===== config.mk =====
export PLATFORM = sky130hd
export DESIGN_NAME = hpel_bicubic
export DESIGN_NICKNAME = d
export VERILOG_FILES = /design/src/rtl/hpel_pkg.sv /design/src/rtl/hpel_ctrl.sv /design/src/rtl/hpel_vpass.sv /design/src/rtl/hpel_hpass.sv /design/src/rtl/hpel_bicubic.sv
export SDC_FILE = /design/constraint.sdc
export NUM_CORES = 2
export LEC_CHECK = 0
export ABC_CLOCK_PERIOD_IN_PS = 23100
export BUFFER_PORTS_ARGS = -buffer_cell sky130_fd_sc_hd__buf_2
export CORE_MARGIN = 1
export CORE_UTILIZATION = 30
export CTS_CLUSTER_DIAMETER = 30
export CTS_CLUSTER_SIZE = 16
export DETAILED_ROUTE_END_ITERATION = 6
export GPL_TIMING_DRIVEN = 0
export PLACE_DENSITY = 0.42
export SLEW_MARGIN = 10
export SYNTH_ARGS = -nofsm -noshare
export SYNTH_HDL_FRONTEND = slang
export SYNTH_HIERARCHICAL = 1
export SYNTH_SLANG_ARGS = --single-unit

===== constraint.sdc =====
create_clock -name clk -period 23.1 [get_ports clk]
set_clock_uncertainty 0.05 [all_clocks]
set_input_delay 2.31 -clock clk [delete_from_list [all_inputs] [get_ports clk]]
set_output_delay 2.31 -clock clk [all_outputs]
set_load 0.01 [all_outputs]

===== src/rtl/hpel_pkg.sv =====
package hpel_pkg;

  typedef enum logic [1:0] {ST_IDLE, ST_FEED, ST_FLUSH} hpel_state_e;

  // Four-tap (-1, 9, 9, -1) kernel on wide signed operands
  function automatic logic signed [31:0] tap4(input logic signed [31:0] a,
                                              input logic signed [31:0] b,
                                              input logic signed [31:0] c,
                                              input logic signed [31:0] d);
    return 32'sd9 * (b + c) - a - d;
  endfunction

  // Vertical pass: 8-bit pixels -> wrapped signed 16-bit intermediate
  function automatic logic [15:0] vert_sample(input logic [7:0] a,
                                              input logic [7:0] b,
                                              input logic [7:0] c,
                                              input logic [7:0] d,
                                              input logic signed [15:0] rnd,
                                              input logic [3:0] sh);
    logic signed [31:0] s;
    s = tap4($signed({24'd0, a}), $signed({24'd0, b}),
             $signed({24'd0, c}), $signed({24'd0, d})) + 32'(rnd);
    s = s >>> sh;
    return s[15:0];
  endfunction

  // Horizontal pass: intermediates -> saturated 8-bit pixel
  function automatic logic [7:0] horiz_pixel(input logic signed [15:0] a,
                                             input logic signed [15:0] b,
                                             input logic signed [15:0] c,
                                             input logic signed [15:0] d,
                                             input logic signed [15:0] rnd);
    logic signed [31:0] s;
    s = tap4(32'(a), 32'(b), 32'(c), 32'(d)) + 32'(rnd);
    s = s >>> 7;
    if (s < 0) return 8'd0;
    else if (s > 255) return 8'd255;
    else return s[7:0];
  endfunction

  function automatic logic [7:0] avg_round(input logic [7:0] x, input logic [7:0] y);
    logic [8:0] t;
    t = {1'b0, x} + {1'b0, y} + 9'd1;
    return t[8:1];
  endfunction

endpackage


===== src/rtl/hpel_ctrl.sv =====
module hpel_ctrl
  import hpel_pkg::*;
#(
  parameter int BLK = 8
) (
  input  logic clk,
  input  logic rst_n,
  input  logic start,
  input  logic ref_valid,
  input  logic out_valid,
  output logic busy,
  output logic load,
  output logic vfire,
  output logic done
);
  localparam int ROWS = BLK + 3;
  localparam int RCW  = $clog2(ROWS + 1);
  localparam int OCW  = $clog2(BLK + 1);

  hpel_state_e      st;
  logic [RCW-1:0]   row_cnt;
  logic [OCW-1:0]   out_cnt;
  logic             last_out;

  assign busy     = (st != ST_IDLE);
  assign load     = (st == ST_FEED) && ref_valid;
  assign vfire    = load && (row_cnt >= RCW'(3));
  assign last_out = out_valid && (out_cnt == OCW'(BLK - 1));

  always_ff @(posedge clk or negedge rst_n) begin
    if (!rst_n) begin
      st      <= ST_IDLE;
      row_cnt <= '0;
      out_cnt <= '0;
      done    <= 1'b0;
    end else begin
      done <= last_out;
      if (out_valid) out_cnt <= out_cnt + OCW'(1);
      case (st)
        ST_IDLE: if (start) begin
          st      <= ST_FEED;
          row_cnt <= '0;
          out_cnt <= '0;
        end
        ST_FEED: if (load) begin
          row_cnt <= row_cnt + RCW'(1);
          if (row_cnt == RCW'(ROWS - 1)) st <= ST_FLUSH;
        end
        default: if (last_out) st <= ST_IDLE;
      endcase
    end
  end
endmodule


===== src/rtl/hpel_vpass.sv =====
module hpel_vpass
  import hpel_pkg::*;
#(
  parameter int COLS = 11
) (
  input  logic                   clk,
  input  logic                   rst_n,
  input  logic                   load,
  input  logic                   vfire,
  input  logic [COLS*8-1:0]      ref_row,
  input  logic signed [15:0]     rnd,
  input  logic [3:0]             sh,
  output logic [COLS*16-1:0]     mid_row,
  output logic                   mid_valid
);
  logic [COLS*8-1:0]  win0, win1, win2;
  logic [COLS*16-1:0] mid_next;

  for (genvar c = 0; c < COLS; c++) begin : g_col
    assign mid_next[c*16 +: 16] = vert_sample(win0[c*8 +: 8], win1[c*8 +: 8],
                                              win2[c*8 +: 8], ref_row[c*8 +: 8],
                                              rnd, sh);
  end

  always_ff @(posedge clk or negedge rst_n) begin
    if (!rst_n) begin
      win0      <= '0;
      win1      <= '0;
      win2      <= '0;
      mid_row   <= '0;
      mid_valid <= 1'b0;
    end else begin
      mid_valid <= vfire;
      if (load) begin
        win0 <= win1;
        win1 <= win2;
        win2 <= ref_row;
      end
      if (vfire) mid_row <= mid_next;
    end
  end
endmodule


===== src/rtl/hpel_hpass.sv =====
module hpel_hpass
  import hpel_pkg::*;
#(
  parameter int BLK  = 8,
  parameter int COLS = BLK + 3
) (
  input  logic                   clk,
  input  logic                   rst_n,
  input  logic                   mid_valid,
  input  logic [COLS*16-1:0]     mid_row,
  input  logic                   cap,
  input  logic [BLK*8-1:0]       dest_row,
  input  logic                   avg_en,
  input  logic signed [15:0]     rnd,
  output logic [BLK*8-1:0]       out_row,
  output logic                   out_valid
);
  logic [BLK*8-1:0] dest_q;
  logic [BLK*8-1:0] pix_next;

  for (genvar x = 0; x < BLK; x++) begin : g_pix
    logic [7:0] filt;
    assign filt = horiz_pixel(mid_row[x*16 +: 16], mid_row[(x+1)*16 +: 16],
                              mid_row[(x+2)*16 +: 16], mid_row[(x+3)*16 +: 16], rnd);
    assign pix_next[x*8 +: 8] = avg_en ? avg_round(filt, dest_q[x*8 +: 8]) : filt;
  end

  always_ff @(posedge clk or negedge rst_n) begin
    if (!rst_n) begin
      dest_q    <= '0;
      out_row   <= '0;
      out_valid <= 1'b0;
    end else begin
      out_valid <= mid_valid;
      if (cap) dest_q <= dest_row;
      if (mid_valid) out_row <= pix_next;
    end
  end
endmodule


===== src/rtl/hpel_bicubic.sv =====
module hpel_bicubic #(
  parameter int BLK  = 8,
  parameter int COLS = BLK + 3
) (
  input  logic                 clk,
  input  logic                 rst_n,
  input  logic                 start,
  input  logic                 cfg_avg,
  input  logic [15:0]          cfg_rnd_v,
  input  logic [3:0]           cfg_shift,
  input  logic [15:0]          cfg_rnd_h,
  input  logic                 ref_valid,
  input  logic [COLS*8-1:0]    ref_row,
  input  logic [BLK*8-1:0]     dest_row,
  output logic                 busy,
  output logic                 out_valid,
  output logic [BLK*8-1:0]     out_row,
  output logic                 done
);
  logic               load, vfire, mid_valid;
  logic [COLS*16-1:0] mid_row;
  logic               avg_q;
  logic [15:0]        rnd_v_q, rnd_h_q;
  logic [3:0]         shift_q;

  always_ff @(posedge clk or negedge rst_n) begin
    if (!rst_n) begin
      avg_q   <= 1'b0;
      rnd_v_q <= '0;
      rnd_h_q <= '0;
      shift_q <= '0;
    end else if (start && !busy) begin
      avg_q   <= cfg_avg;
      rnd_v_q <= cfg_rnd_v;
      rnd_h_q <= cfg_rnd_h;
      shift_q <= cfg_shift;
    end
  end

  hpel_ctrl #(.BLK(BLK)) ctrl_i (
    .clk(clk), .rst_n(rst_n), .start(start), .ref_valid(ref_valid),
    .out_valid(out_valid), .busy(busy), .load(load), .vfire(vfire), .done(done)
  );

  hpel_vpass #(.COLS(COLS)) vpass_i (
    .clk(clk), .rst_n(rst_n), .load(load), .vfire(vfire), .ref_row(ref_row),
    .rnd($signed(rnd_v_q)), .sh(shift_q), .mid_row(mid_row), .mid_valid(mid_valid)
  );

  hpel_hpass #(.BLK(BLK), .COLS(COLS)) hpass_i (
    .clk(clk), .rst_n(rst_n), .mid_valid(mid_valid), .mid_row(mid_row),
    .cap(vfire), .dest_row(dest_row), .avg_en(avg_q), .rnd($signed(rnd_h_q)),
    .out_row(out_row), .out_valid(out_valid)
  );
endmodule


==> metrics <==
pin count of the biggest net entering global routing between 90 and 100; Placer Congestion 1.02; run status finished, violations left; violated checks max-capacitance violations; number of distinct library cells after synthesis roughly 120; net total in the final layout about 13000; sequential cell area fraction in the yosys report about 17%; proportion of total power due to net switching 34.1%; final design utilization roughly a third; endpoints failing hold 0; worst max-slew margin expressed relative to the limit 0.0461%; final critical path time including I/O delays and setup roughly 11 ns; pre-CTS setup slack ~12 ns; count of flip-flops with a built-in enable after synthesis 0; cell row count 200; summed instance area of the synthesized netlist between 90000 and 100000 µm²; Slew @ Worst Pin roughly 1.5 ns; Cell Int Power between 3 and 4 mW; cell count of the worst reg-to-reg path 39; core box area ~300000 µm²; combinational cell fraction of total power between 20% and 30%; GRT Util Overall between 20% and 30%; arrival time of data at the critical path endpoint between 10 and 15 ns; critical path endpoint category register; area of all placed cells without fillers around 100000 µm²; Switch Pwr about 1.9 mW; leading area contributor after synthesis ha_1; # H-tree levels 4; leading post-synthesis cells by cell area ha_1 (19%), dfrtp_1 (17%), fa_1 (14%); vias in the first global route 79900; Leak roughly 53 nW; share of power burned in registers 19.7%; clock network fraction of design power a little over half; initial antenna violation count 24; count of vias placed by the detailed router around 79000; Worst EP required about 24 ns; Max Fanout on Critical Path 9; placed wire-length estimate after detailed placement around 350000 µm; number of nets with antenna violations after routing 0; dominant register cell in the synthesized netlist dfrtp_1; worst hold path class register to register; detailed-routing iteration count for the pre-antenna-repair pass 6; total power draw approximately 5.6 mW; wire length of the first global-routing pass between 500000 and 600000 µm; vertical die dimension around 550 µm; cells after synthesis 10400; Via density between 5 and 6; detailed-route DRC error count 0; placement-stage cell area about 97000 µm²; register-to-register setup slack between 10 and 15 ns; delay of the slowest cell on the worst path 0.86 ns; fillers between 30000 and 40000; RSZ-0062 raised after global routing false; Final Worst Setup Slack between 10 and 15 ns; post-route fraction of the period consumed by the critical path 46.8%; total power density per cell area around 54 nW/µm²; endpoints failing setup 0; count of cells resized by post-cts repair 0; number of storage elements in the synthesis netlist ~620; type of origin of the critical path register; TritonCTS buffer count about 220; Worst-Skew Late Latency around 0.92 ns; top-level port count 260; TritonCTS clock tree done; post-synth net total 12600; layout cell share with drive strength beyond 1 approximately 11%; max-cap violation count 1; DRT iter0 DRCs between 5000 and 6000; total negative slack for setup checks 0 ns; max-slew violation count 0; CTS sink cnt about 620; number of buffers inserted by hold repair at cts 0; largest buffer count on any clock path 4; area share of the leading cell type in the synthesized netlist roughly 20%; instance count along the most critical hold path 1; Clock transition at path regs 0.04 ns; area grow syn2layout 15.8%; Buffers on Ports 259; maximum vdd ir drop 0.0592 mV; Setup Buffers After CTS 0; initial core utilization about 30%; average size of a mapped cell a little under 9 µm²; Die Footprint 302000 µm²; maximum frequency from static timing analysis between 90 and 100 MHz; Post-synth ARST share 100%; detailed-route wire length ~420000 µm; GRT overflow 0; detailed-route wire length per cell around 28 µm; buffer type at the clock tree root clkbuf_16; YS warnings 6; x dimension of the die between 500 and 600 µm; Slowest cell on crit path dfrtp_1; crit path kind register to register
power by group through the flow:
stage / Sequential [mW] / Combinational [mW] / Clock [mW]
after global routing: 1.11 / 1.64 / 3.10
after detailed placement: 1.13 / 1.50 / 0
final: 1.11 / 1.54 / 2.99
after CTS: 1.11 / 1.51 / 3.05
after global placement: 1.13 / 1.48 / 0
after floorplan: 1.11 / 0.919 / 0
layer usage:
| layer | global-route usage, % | vias up | part of all wire (%) |
|---|---|---|---|
| met1 | 34.2 | 38800 | 43 |
| met4 | 14.2 | 16 | 6.0 |
| met3 | 3.75 | 778 | 5.0 |
| met2 | 46.1 | 2507 | 46 |
| met5 | 0 | - | 0.024 |
| li1 | - | 36600 | - |
Yosys cell counts, types with 45 or more instances:
master,count
ha_1,1398
a21oi_1,647
nand3_1,143
o21ai_0,493
clkbuf_1,240
xnor2_1,355
o22ai_1,55
and3_1,55
nand2_1,526
nor2b_1,105
a31oi_1,59
o211ai_1,66
inv_1,2046
a21o_1,214
fa_1,609
nor2_1,590
mux2i_1,117
a211oi_1,124
o21a_1,130
and2_1,55
o21bai_1,110
nand2b_1,84
mux2_2,292
xor2_1,165
or3_1,53
nor3_1,151
buf_1,45
dfrtp_1,618
o221ai_1,48
registers in the layout, summed over array words and instances, names as in the netlist, 4 cells and up:
register and cells:
ctrl_i/out_cnt 4, ctrl_i/row_cnt 4, hpass_i/dest_q 64, hpass_i/out_row 64, rnd_h_q 16, rnd_v_q 16
shift_q 4, vpass_i/mid_row 176, vpass_i/win0 88, vpass_i/win1 88, vpass_i/win2 88
per-stage QoR:
step / hold WS, ns / instances
6_report: 0.427 / 15000
5_1_grt: 0.455 / 15000
4_1_cts: 0.431 / 15000
3_5_place_dp: 0.422 / 14600
3_3_place_gp: 0.415 / 14600
2_1_floorplan: 0.329 / 10400
path summary, 6_finish.rpt:
kind / startpoint / endpoint
max: vpass_i/mid_row[113] / hpass_i/out_row[47]
min: hpass_i/out_row[32] / hpass_i/out_row[32]
max reg2reg: vpass_i/mid_row[113] / hpass_i/out_row[47]
min reg2reg: hpass_i/out_row[32] / hpass_i/out_row[32]
max in group asynchronous: rst_n / vpass_i/win0[81]
min in group asynchronous: rst_n / hpass_i/dest_q[9]
worst max-delay path, delay by kind of cell (launching register included):
family,cells,cell delay [ns]
AOI/OAI and AO/OA,18,4.31
and+or+nand+nor,11,2.60
adders and majority gates,6,2.27
DFF,1,0.86
buffers and inverters,3,0.38
xor gates and xnor gates,1,0.11
logic make-up after synthesis:
group	synth area share, %
AOI/OAI and AO/OA	18.3
muxes	6.28
and+or+nand+nor	10.2
xor gates and xnor gates	5.06
buffers and inverters	10.0
adders and majority gates	33.0
DFF	17.2
final cells by class:
cell class                      count  area [µm²]  share of cell area [%]
Multi-Input combinational cell   7407       65600                    62.9
Sequential cell                   618       15500                    14.8
Inverter                         2050        7690                    7.38
Clock buffer                      296        6170                    5.92
Tap cell                         3939        4930                    4.73
Timing Repair Buffer              282        1770                    1.70
Buffer                            321        1370                    1.32
Clock inverter                     92        1260                    1.21
Antenna cell                        8        20.0                  0.0192
layout by cell type (no fill, tap or decap), drive strengths merged, types with 151 or more instances in the layout:
cell type / count
nor3: 151
mux2: 322
dfrtp: 618
ha: 1398
xnor2: 355
o21ai: 501
buf: 361
a21o: 217
xor2: 165
clkbuf: 538
inv: 2053
nor2: 590
fa: 609
a21oi: 649
nand2: 526
No activity file was read; power rests on OpenSTA's default activity.
